`src/rtl/synth_core_pkg.sv`:
```
package synth_core_pkg;

    typedef enum logic [2:0] {
        MODE_NORMAL,
        MODE_FORCE_DN,
        MODE_FORCE_UP,
        MODE_PORTS,
        MODE_PD_HALF,
        MODE_PD_FULL
    } tmode_e;

    typedef struct packed {
        logic       cur_hi;
        logic       tmode_en;
        logic       pump_dis;
        logic [2:0] tsel;
        logic       drv_dis;
    } ctl_t;

    typedef struct packed {
        logic up;
        logic dn;
        logic flag;
    } pump_t;

    function automatic tmode_e decode_mode(input ctl_t c);
        tmode_e m;
        if (!c.tmode_en) begin
            m = MODE_NORMAL;
        end else begin
            casez (c.tsel)
                3'b000:  m = MODE_FORCE_DN;
                3'b001:  m = MODE_FORCE_UP;
                3'b01?:  m = MODE_PORTS;
                3'b10?:  m = MODE_PD_HALF;
                default: m = MODE_PD_FULL;
            endcase
        end
        return m;
    endfunction

endpackage

```
`src/rtl/synth_refdiv.sv`:
```
module synth_refdiv #(
    parameter int RATIO_LO = 512,
    parameter int RATIO_HI = 1024
) (
    input  logic clk,
    input  logic rst,
    input  logic tmode_en,
    input  logic sel_lo,
    output logic ref_pulse,
    output logic fcomp_wave
);
    localparam int CW = $clog2(RATIO_HI) + 1;

    logic          sel_q;
    logic          sel_next;
    logic [CW-1:0] cnt;
    logic [CW-1:0] ratio_act;
    logic [CW-1:0] ratio_next;

    // the ratio choice is frozen while a test mode is active
    assign sel_next   = tmode_en ? sel_q : sel_lo;
    assign ratio_next = sel_next ? CW'(RATIO_LO) : CW'(RATIO_HI);
    assign ref_pulse  = (cnt == '0);
    assign fcomp_wave = (cnt >= (ratio_act >> 1));

    always_ff @(posedge clk) begin
        if (rst) begin
            sel_q     <= 1'b0;
            cnt       <= '0;
            ratio_act <= CW'(RATIO_HI);
        end else begin
            sel_q <= sel_next;
            if (cnt == '0) begin
                ratio_act <= ratio_next;
                cnt       <= ratio_next - CW'(1);
            end else begin
                cnt <= cnt - CW'(1);
            end
        end
    end

    a_r2_ratio_held: assert property (@(posedge clk) disable iff (rst)
        tmode_en |=> (sel_q == $past(sel_q)));

endmodule

```
`src/rtl/synth_progdiv.sv`:
```
module synth_progdiv #(
    parameter int NW = 15
) (
    input  logic          clk,
    input  logic          rst,
    input  logic          osc_tick,
    input  logic [NW-1:0] ratio_n,
    output logic          div_pulse,
    output logic          fpd_wave,
    output logic          fpd_half
);
    logic [NW-1:0] cnt;
    logic [NW-1:0] n_act;

    assign div_pulse = osc_tick && (cnt == '0);
    assign fpd_wave  = (cnt >= (n_act >> 1));

    // new ratio is only sampled at terminal count
    always_ff @(posedge clk) begin
        if (rst) begin
            cnt      <= '0;
            n_act    <= '0;
            fpd_half <= 1'b0;
        end else if (osc_tick) begin
            if (cnt == '0) begin
                n_act    <= ratio_n;
                cnt      <= (ratio_n == '0) ? '0 : ratio_n - NW'(1);
                fpd_half <= ~fpd_half;
            end else begin
                cnt <= cnt - NW'(1);
            end
        end
    end

    a_r3_idle_hold: assert property (@(posedge clk) disable iff (rst)
        !osc_tick |=> $stable(cnt));

    a_r4_ratio_stable_midperiod: assert property (@(posedge clk) disable iff (rst)
        (cnt != '0) |=> $stable(n_act));

endmodule

```
`src/rtl/synth_pfd_lock.sv`:
```
module synth_pfd_lock #(
    parameter int LOCK_CYC = 4,
    parameter int LOCK_THR = 8,
    parameter int WW       = 12
) (
    input  logic clk,
    input  logic rst,
    input  logic ref_pulse,
    input  logic div_pulse,
    output logic up_q,
    output logic dn_q,
    output logic lock_q
);
    localparam int GW = $clog2(LOCK_CYC + 1);

    logic          up_n;
    logic          dn_n;
    logic [WW-1:0] width;
    logic [GW-1:0] good;
    logic          win_bad;

    always_comb begin
        up_n = up_q | ref_pulse;
        dn_n = dn_q | div_pulse;
        if (up_n && dn_n) begin
            up_n = 1'b0;
            dn_n = 1'b0;
        end
    end

    assign win_bad = (width > WW'(LOCK_THR));

    always_ff @(posedge clk) begin
        if (rst) begin
            up_q   <= 1'b0;
            dn_q   <= 1'b0;
            width  <= '0;
            good   <= '0;
            lock_q <= 1'b0;
        end else begin
            up_q <= up_n;
            dn_q <= dn_n;
            if (ref_pulse) begin
                width <= '0;
                if (win_bad) begin
                    good   <= '0;
                    lock_q <= 1'b0;
                end else begin
                    if (good < GW'(LOCK_CYC)) good <= good + 1'b1;
                    if (good >= GW'(LOCK_CYC - 1)) lock_q <= 1'b1;
                end
            end else if ((up_q || dn_q) && (width != '1)) begin
                width <= width + 1'b1;
            end
        end
    end

    a_r5_never_both: assert property (@(posedge clk) disable iff (rst)
        !(up_q && dn_q));

    a_r6_drop_on_wide: assert property (@(posedge clk) disable iff (rst)
        (ref_pulse && win_bad) |=> !lock_q);

endmodule

```
`src/rtl/synth_loop_core.sv`:
```
module synth_loop_core
    import synth_core_pkg::*;
#(
    parameter int NW       = 15,
    parameter int RATIO_LO = 512,
    parameter int RATIO_HI = 1024,
    parameter int LOCK_CYC = 4,
    parameter int LOCK_THR = 8
) (
    input  logic          clk,
    input  logic          rst,
    input  logic          osc_tick,
    input  logic [NW-1:0] div_ratio,
    input  logic          cur_hi_req,
    input  logic          test_en,
    input  logic          pump_dis_req,
    input  logic [2:0]    test_sel,
    input  logic          drv_dis_req,
    input  logic [3:0]    port_req,
    output logic          pump_up,
    output logic          pump_dn,
    output logic          pump_hi_cur,
    output logic          pump_off,
    output logic          drv_off,
    output logic          lock_flag,
    output logic [3:0]    port_on
);
    localparam int WW = $clog2(RATIO_HI) + 2;

    ctl_t   ctl;
    tmode_e mode;
    pump_t  pm;
    logic   ref_pulse, fcomp_wave;
    logic   div_pulse, fpd_wave, fpd_half;
    logic   up_q, dn_q, lock_q;

    always_comb begin
        ctl.cur_hi   = cur_hi_req;
        ctl.tmode_en = test_en;
        ctl.pump_dis = pump_dis_req;
        ctl.tsel     = test_sel;
        ctl.drv_dis  = drv_dis_req;
    end

    synth_refdiv #(.RATIO_LO(RATIO_LO), .RATIO_HI(RATIO_HI)) u_ref (
        .clk        (clk),
        .rst        (rst),
        .tmode_en   (ctl.tmode_en),
        .sel_lo     (ctl.tsel[0]),
        .ref_pulse  (ref_pulse),
        .fcomp_wave (fcomp_wave)
    );

    synth_progdiv #(.NW(NW)) u_div (
        .clk       (clk),
        .rst       (rst),
        .osc_tick  (osc_tick),
        .ratio_n   (div_ratio),
        .div_pulse (div_pulse),
        .fpd_wave  (fpd_wave),
        .fpd_half  (fpd_half)
    );

    synth_pfd_lock #(.LOCK_CYC(LOCK_CYC), .LOCK_THR(LOCK_THR), .WW(WW)) u_pfd (
        .clk       (clk),
        .rst       (rst),
        .ref_pulse (ref_pulse),
        .div_pulse (div_pulse),
        .up_q      (up_q),
        .dn_q      (dn_q),
        .lock_q    (lock_q)
    );

    always_comb begin
        mode    = decode_mode(ctl);
        pm.up   = up_q;
        pm.dn   = dn_q;
        pm.flag = lock_q;
        port_on = port_req;
        case (mode)
            MODE_FORCE_DN: begin
                pm.up   = 1'b0;
                pm.dn   = 1'b1;
                pm.flag = 1'b0;
            end
            MODE_FORCE_UP: begin
                pm.up   = 1'b1;
                pm.dn   = 1'b0;
                pm.flag = 1'b1;
            end
            MODE_PD_HALF: port_on[3] = fpd_half;
            MODE_PD_FULL: begin
                port_on[3] = fpd_wave;
                port_on[2] = fcomp_wave;
            end
            default: ;
        endcase
        if (ctl.pump_dis) begin
            pm.up = 1'b0;
            pm.dn = 1'b0;
        end
    end

    assign pump_up     = pm.up;
    assign pump_dn     = pm.dn;
    assign lock_flag   = pm.flag;
    assign pump_hi_cur = ctl.cur_hi & ~lock_q;
    assign pump_off    = ctl.pump_dis;
    assign drv_off     = ctl.drv_dis;

    a_r7_low_cur_locked: assert property (@(posedge clk) disable iff (rst)
        lock_q |-> !pump_hi_cur);

    a_r8_pump_quiet: assert property (@(posedge clk) disable iff (rst)
        pump_dis_req |-> (!pump_up && !pump_dn));

    a_r9_force_dn: assert property (@(posedge clk) disable iff (rst)
        (test_en && test_sel == 3'b000 && !pump_dis_req) |-> (pump_dn && !pump_up && !lock_flag));

    a_r12_reset_quiet: assert property (@(posedge clk)
        $past(rst) |-> (!up_q && !dn_q && !lock_q));

endmodule

```
`config.mk`:
```
export PLATFORM = sky130hd
export DESIGN_NAME = synth_loop_core
export DESIGN_NICKNAME = d
export VERILOG_FILES = /design/src/rtl/synth_core_pkg.sv /design/src/rtl/synth_refdiv.sv /design/src/rtl/synth_progdiv.sv /design/src/rtl/synth_pfd_lock.sv /design/src/rtl/synth_loop_core.sv
export SDC_FILE = /design/constraint.sdc
export NUM_CORES = 1
export LEC_CHECK = 0
export BUFFER_PORTS_ARGS = -buffer_cell sky130_fd_sc_hd__buf_2
export CORE_MARGIN = 5
export CORE_UTILIZATION = 54
export CTS_CLUSTER_DIAMETER = 150
export DETAILED_ROUTE_END_ITERATION = 8
export GPL_ROUTABILITY_DRIVEN = 0
export HOLD_SLACK_MARGIN = 0.02
export PLACE_DENSITY = 0.75
export SLEW_MARGIN = 20
export SYNTH_ARGS = -nofsm -noshare
export SYNTH_HDL_FRONTEND = slang
export SYNTH_HIERARCHICAL = 1
export SYNTH_SLANG_ARGS = --single-unit
```
`constraint.sdc`:
```
create_clock -name clk -period 2.5 [get_ports clk]
set_clock_uncertainty 0.05 [all_clocks]
set_input_delay 0.25 -clock clk [delete_from_list [all_inputs] [get_ports clk]]
set_output_delay 0.25 -clock clk [all_outputs]
set_load 0.01 [all_outputs]
```
==> results.md <==
Global route:
- The first global-routing pass estimated roughly 15,000 µm of wire.
- The total congestion overflow is 0.
- The initial antenna violation count is 0.
- In the global route stage, overall resource usage came out at 0.213.
- The via count of the first global-routing pass came to 3,405.
- The pin count of the biggest net entering global routing is 32.

Drt:
- The detailed router placed 3,572 vias in this run.
- Dividing the detail-routed via count by the number of cells gives about 6.
- The detailed router's first-iteration violation count is 171.
- The total wire length is 9190 µm.
- For this run, design rule violations remaining after detail routing come to 0.
- The count of nets left with antenna violations after detail routing is 0.
- The count of TritonRoute iterations in the first routing pass is 5.
- In the final routed layout, each cell accounts on average for roughly 15 µm.

Logic synthesis:
- The post-synth design cell area is 3860 µm².
- The most frequently used cell type in the post-synthesis netlist is sky130_fd_sc_hd__dfxtp_1.
- The top cell type's share of synthesized area is 0.321.
- By area the synthesized netlist is led by sky130_fd_sc_hd__dfxtp_1, sky130_fd_sc_hd__ha_1, sky130_fd_sc_hd__nand2_1.
- The count of flip-flops with a built-in enable after synthesis is 0.
- The post-synth net total is around 530.
- Sorting the synthesized cells by how often they occur yields sky130_fd_sc_hd__dfxtp_1, sky130_fd_sc_hd__nand2_1, sky130_fd_sc_hd__nor2_1, sky130_fd_sc_hd__a21oi_1, sky130_fd_sc_hd__inv_1.
- The average instance in the mapped netlist occupies 8.18 µm².
- After synthesis, the netlist uses a little under 70 different library cells.
- In the synthesized netlist, the number of instances is 472.
- The Yosys step of the flow raised 6 warnings.
- For this run, the register share of the synthesized area comes to 0.321.
- For this run, the leading register cell type out of synthesis is sky130_fd_sc_hd__dfxtp_1.
- The synthesized design spends more area on one cell type than any other, namely sky130_fd_sc_hd__dfxtp_1.
- In the synthesized netlist the async set-or-reset flop fraction comes to 0.
- The register bit count reported by yosys is 62.

STA:
- The count of pins over their slew limit came to 0.
- Setup repair after global routing left no endpoint under its margin.
- Dividing the final minimum period by the clock period gives 0.974.
- On the final layout, the worst hold slack is 0.119 ns.
- The measured slew at the worst slew-check pin is 0.544 ns.
- Headroom to the max-slew limit came out at 0.635.
- Static timing analysis puts the maximum clock frequency at slightly above 400 MHz.
- The setup TNS is 0 ns.
- The final count of hold timing violations came to 0.
- Setup violations remaining at the end of the flow were counted as 0.
- The smallest clock period supported by the final layout is computed as 2.43 ns.

Clock tree:
- The later pin in the worst-skew pair is clocked with a latency of between 0.3 and 0.4 ns.
- The clock tree from TritonCTS is yes.
- The clock transition at the register clock pins on the worst setup and hold paths after CTS is 0.08 ns.
- The clock passes through at most 2 buffers.
- The clock root buffer master is sky130_fd_sc_hd__clkbuf_8.
- The clock sink count is 62.
- The total CTS buffers is 9.
- The H-tree generated during clock tree synthesis spans 3 levels.
- The hold buffer count at cts is 0.

Critical path:
- The source of the worst register-to-register timing path is u_div/cnt[1].
- Measured in cells, the most critical reg-to-reg path has a length of 7.
- The worst setup path is launched from a flip-flop.
- In this run the worst path has a maximum fanout of 6.
- At the worst endpoint, the required time is 2.20 ns.
- The flop-to-flop setup slack is roughly 0.21 ns.
- The type of the worst setup path is reg -> out.
- STA puts the critical path data arrival time at 2.13 ns.
- In this run the critical register-to-register path is captured at u_div/cnt[7].
- Tracing the worst setup path back leads to its startpoint at u_ref/cnt[5].
- The type of destination of the critical path is an output port.

Power:
- Summed over all cells, the static leakage comes to approximately 1.7 nW.
- The power density over the cells is 692 nW/µm².
- The largest voltage drop on the vdd net is 389 µV.
- Total power for the finished layout comes to 3.03 mW.

Place:
- Detailed placement ended at an HPWL of 6670 µm.
- Once placement finished, the instance area stood at a little over 4000 µm².
- Counting tap cells, the placed design contains a total of 592 instances.
- The number of buffers inserted by port buffering is 32.

Job:
- The number of maximum-capacitance violations is 0.

Final layout:
- The final design area excluding fillers is around 4400 µm².
- The number of antenna cells inserted is 0.
- The count of placed standard cells in the final layout, fillers left out is 610.
- The relative area change from synthesis to final layout is 13.4%.
- The proportion of layout cells with a drive suffix above 1 is 0.196.
- The number of nets in the layout is 562.

Floorplan:
- The initial utilization of the core area, before any placement, comes to 0.562.
- The area inside the core boundary is 6870 µm².
- The number of placement rows is 30.
- For this design the top-level I/O count stands at 39.
- The die footprint is 8940 µm².
- The die outline width is 94.6 µm.
- Measured along the y axis, the die boundary spans 94.6 µm.

Worst hold path:
- Along the worst hold path, the cell count comes to 3.
- The kind of path behind the tightest hold check is in -> reg.
- The sink of the worst hold path is u_div/n_act[14].
- The start point of the worst min-delay path is div_ratio[14].

Outcome:
- The run finished with clean final reports.
## cell families after synthesis
kind of cell / after synthesis / synth area share
XOR/XNOR: 19 / 0.0431
adder cells (fa/ha/maj): 24 / 0.0777
multiplexers: 9 / 0.0249
buffers and inverters: 51 / 0.0590
AO/OA/AOI/OAI: 112 / 0.192
flip-flops: 62 / 0.321
AND/OR/NAND/NOR: 195 / 0.282
## registers in the layout (all words and copies together), names as in the netlist
register,count
u_pfd/good,3
u_pfd/dn_q,1
u_pfd/lock_q,1
u_div/cnt,15
u_ref/cnt,11
u_ref/ratio_act,2
u_pfd/width,12
u_pfd/up_q,1
u_ref/sel_q,1
u_div/fpd_half,1
u_div/n_act,14
## how the worst max path moves through the flow
stage / cells past startpoint / slack [ns] / to
2_1_floorplan: 7 / 0.12 / u_pfd/width[7]
3_3_place_gp: 8 / 0.29 / u_div/cnt[6]
3_5_place_dp: 8 / 0.23 / u_div/cnt[6]
4_1_cts: 10 / 0.002 / port_on[3]
5_1_grt: 5 / 0.003 / port_on[2]
6_report: 5 / 0.07 / port_on[2]
## per-layer routing
metal | GRT usage | share of wire
met1 | 0.254 | 0.41
met2 | 0.382 | 0.51
met3 | 0.0438 | 0.060
met4 | 0.0697 | 0.015
met5 | 0 | 0
## critical path, stage by stage (launching register included)
cell and delay (ns):
sky130_fd_sc_hd__dfxtp_1 0.34, sky130_fd_sc_hd__or4_1 0.64, sky130_fd_sc_hd__o31ai_1 0.38, sky130_fd_sc_hd__a211o_1 0.18, sky130_fd_sc_hd__mux2_2 0.13, sky130_fd_sc_hd__buf_2 0.12
## repair_timing
| item | 4_1_cts | 5_1_grt |
|---|---|---|
| cloned | 0 | 0 |
| buffers inserted | 0 | 2 |
| endpoints found under the hold margin | 0 | 0 |
| gates resized for setup | 3 | 10 |
| setup endpoints to repair | 1 | 1 |
| pin swaps | 1 | 5 |
## report_power, final
part | leakage (nW) | switching (mW) | internal [mW] | total [mW]
combinational | 1.14 | 0.513 | 0.430 | 0.943
clock | 0.0950 | 0.409 | 0.443 | 0.852
sequential | 0.507 | 0.139 | 1.10 | 1.24
total | 1.74 | 1.06 | 1.97 | 3.03
## layout make-up
class / instances / area [µm²]
multi-input cells: 359 / 2430
well taps: 96 / 120
clock inverters: 4 / 28.8
fillers: 601 / 2490
flip-flops and latches: 62 / 1250
inverters: 31 / 119
clock buffers: 12 / 165
repair buffers: 46 / 265
## metrics by stage
stage / utilization / setup slack (ns)
floorplan: - / 0.117
global placement: 0.601 / 0.293
detailed placement: 0.601 / 0.231
CTS: 0.630 / 0.00221
global route: 0.638 / 0.00264
finish: 0.638 / 0.0653
## placed cells by master, fill, tap and decap left out, drive strengths merged, types with 5 or more instances in the layout
cell type,n
ha,24
nor3,13
nand2b,11
a311oi,5
nand4,10
o31ai,6
inv,32
nor3b,5
or3,7
a211oi,6
buf,46
a31oi,9
nor4,9
mux2,5
nand2,52
or4,10
a21oi,31
nor2,39
nand3,12
xnor2,14
dfxtp,62
o211ai,5
o21ai,26
clkbuf,12
or2,5
a21o,8
xor2,5
Power figures use the tool's default switching activity.
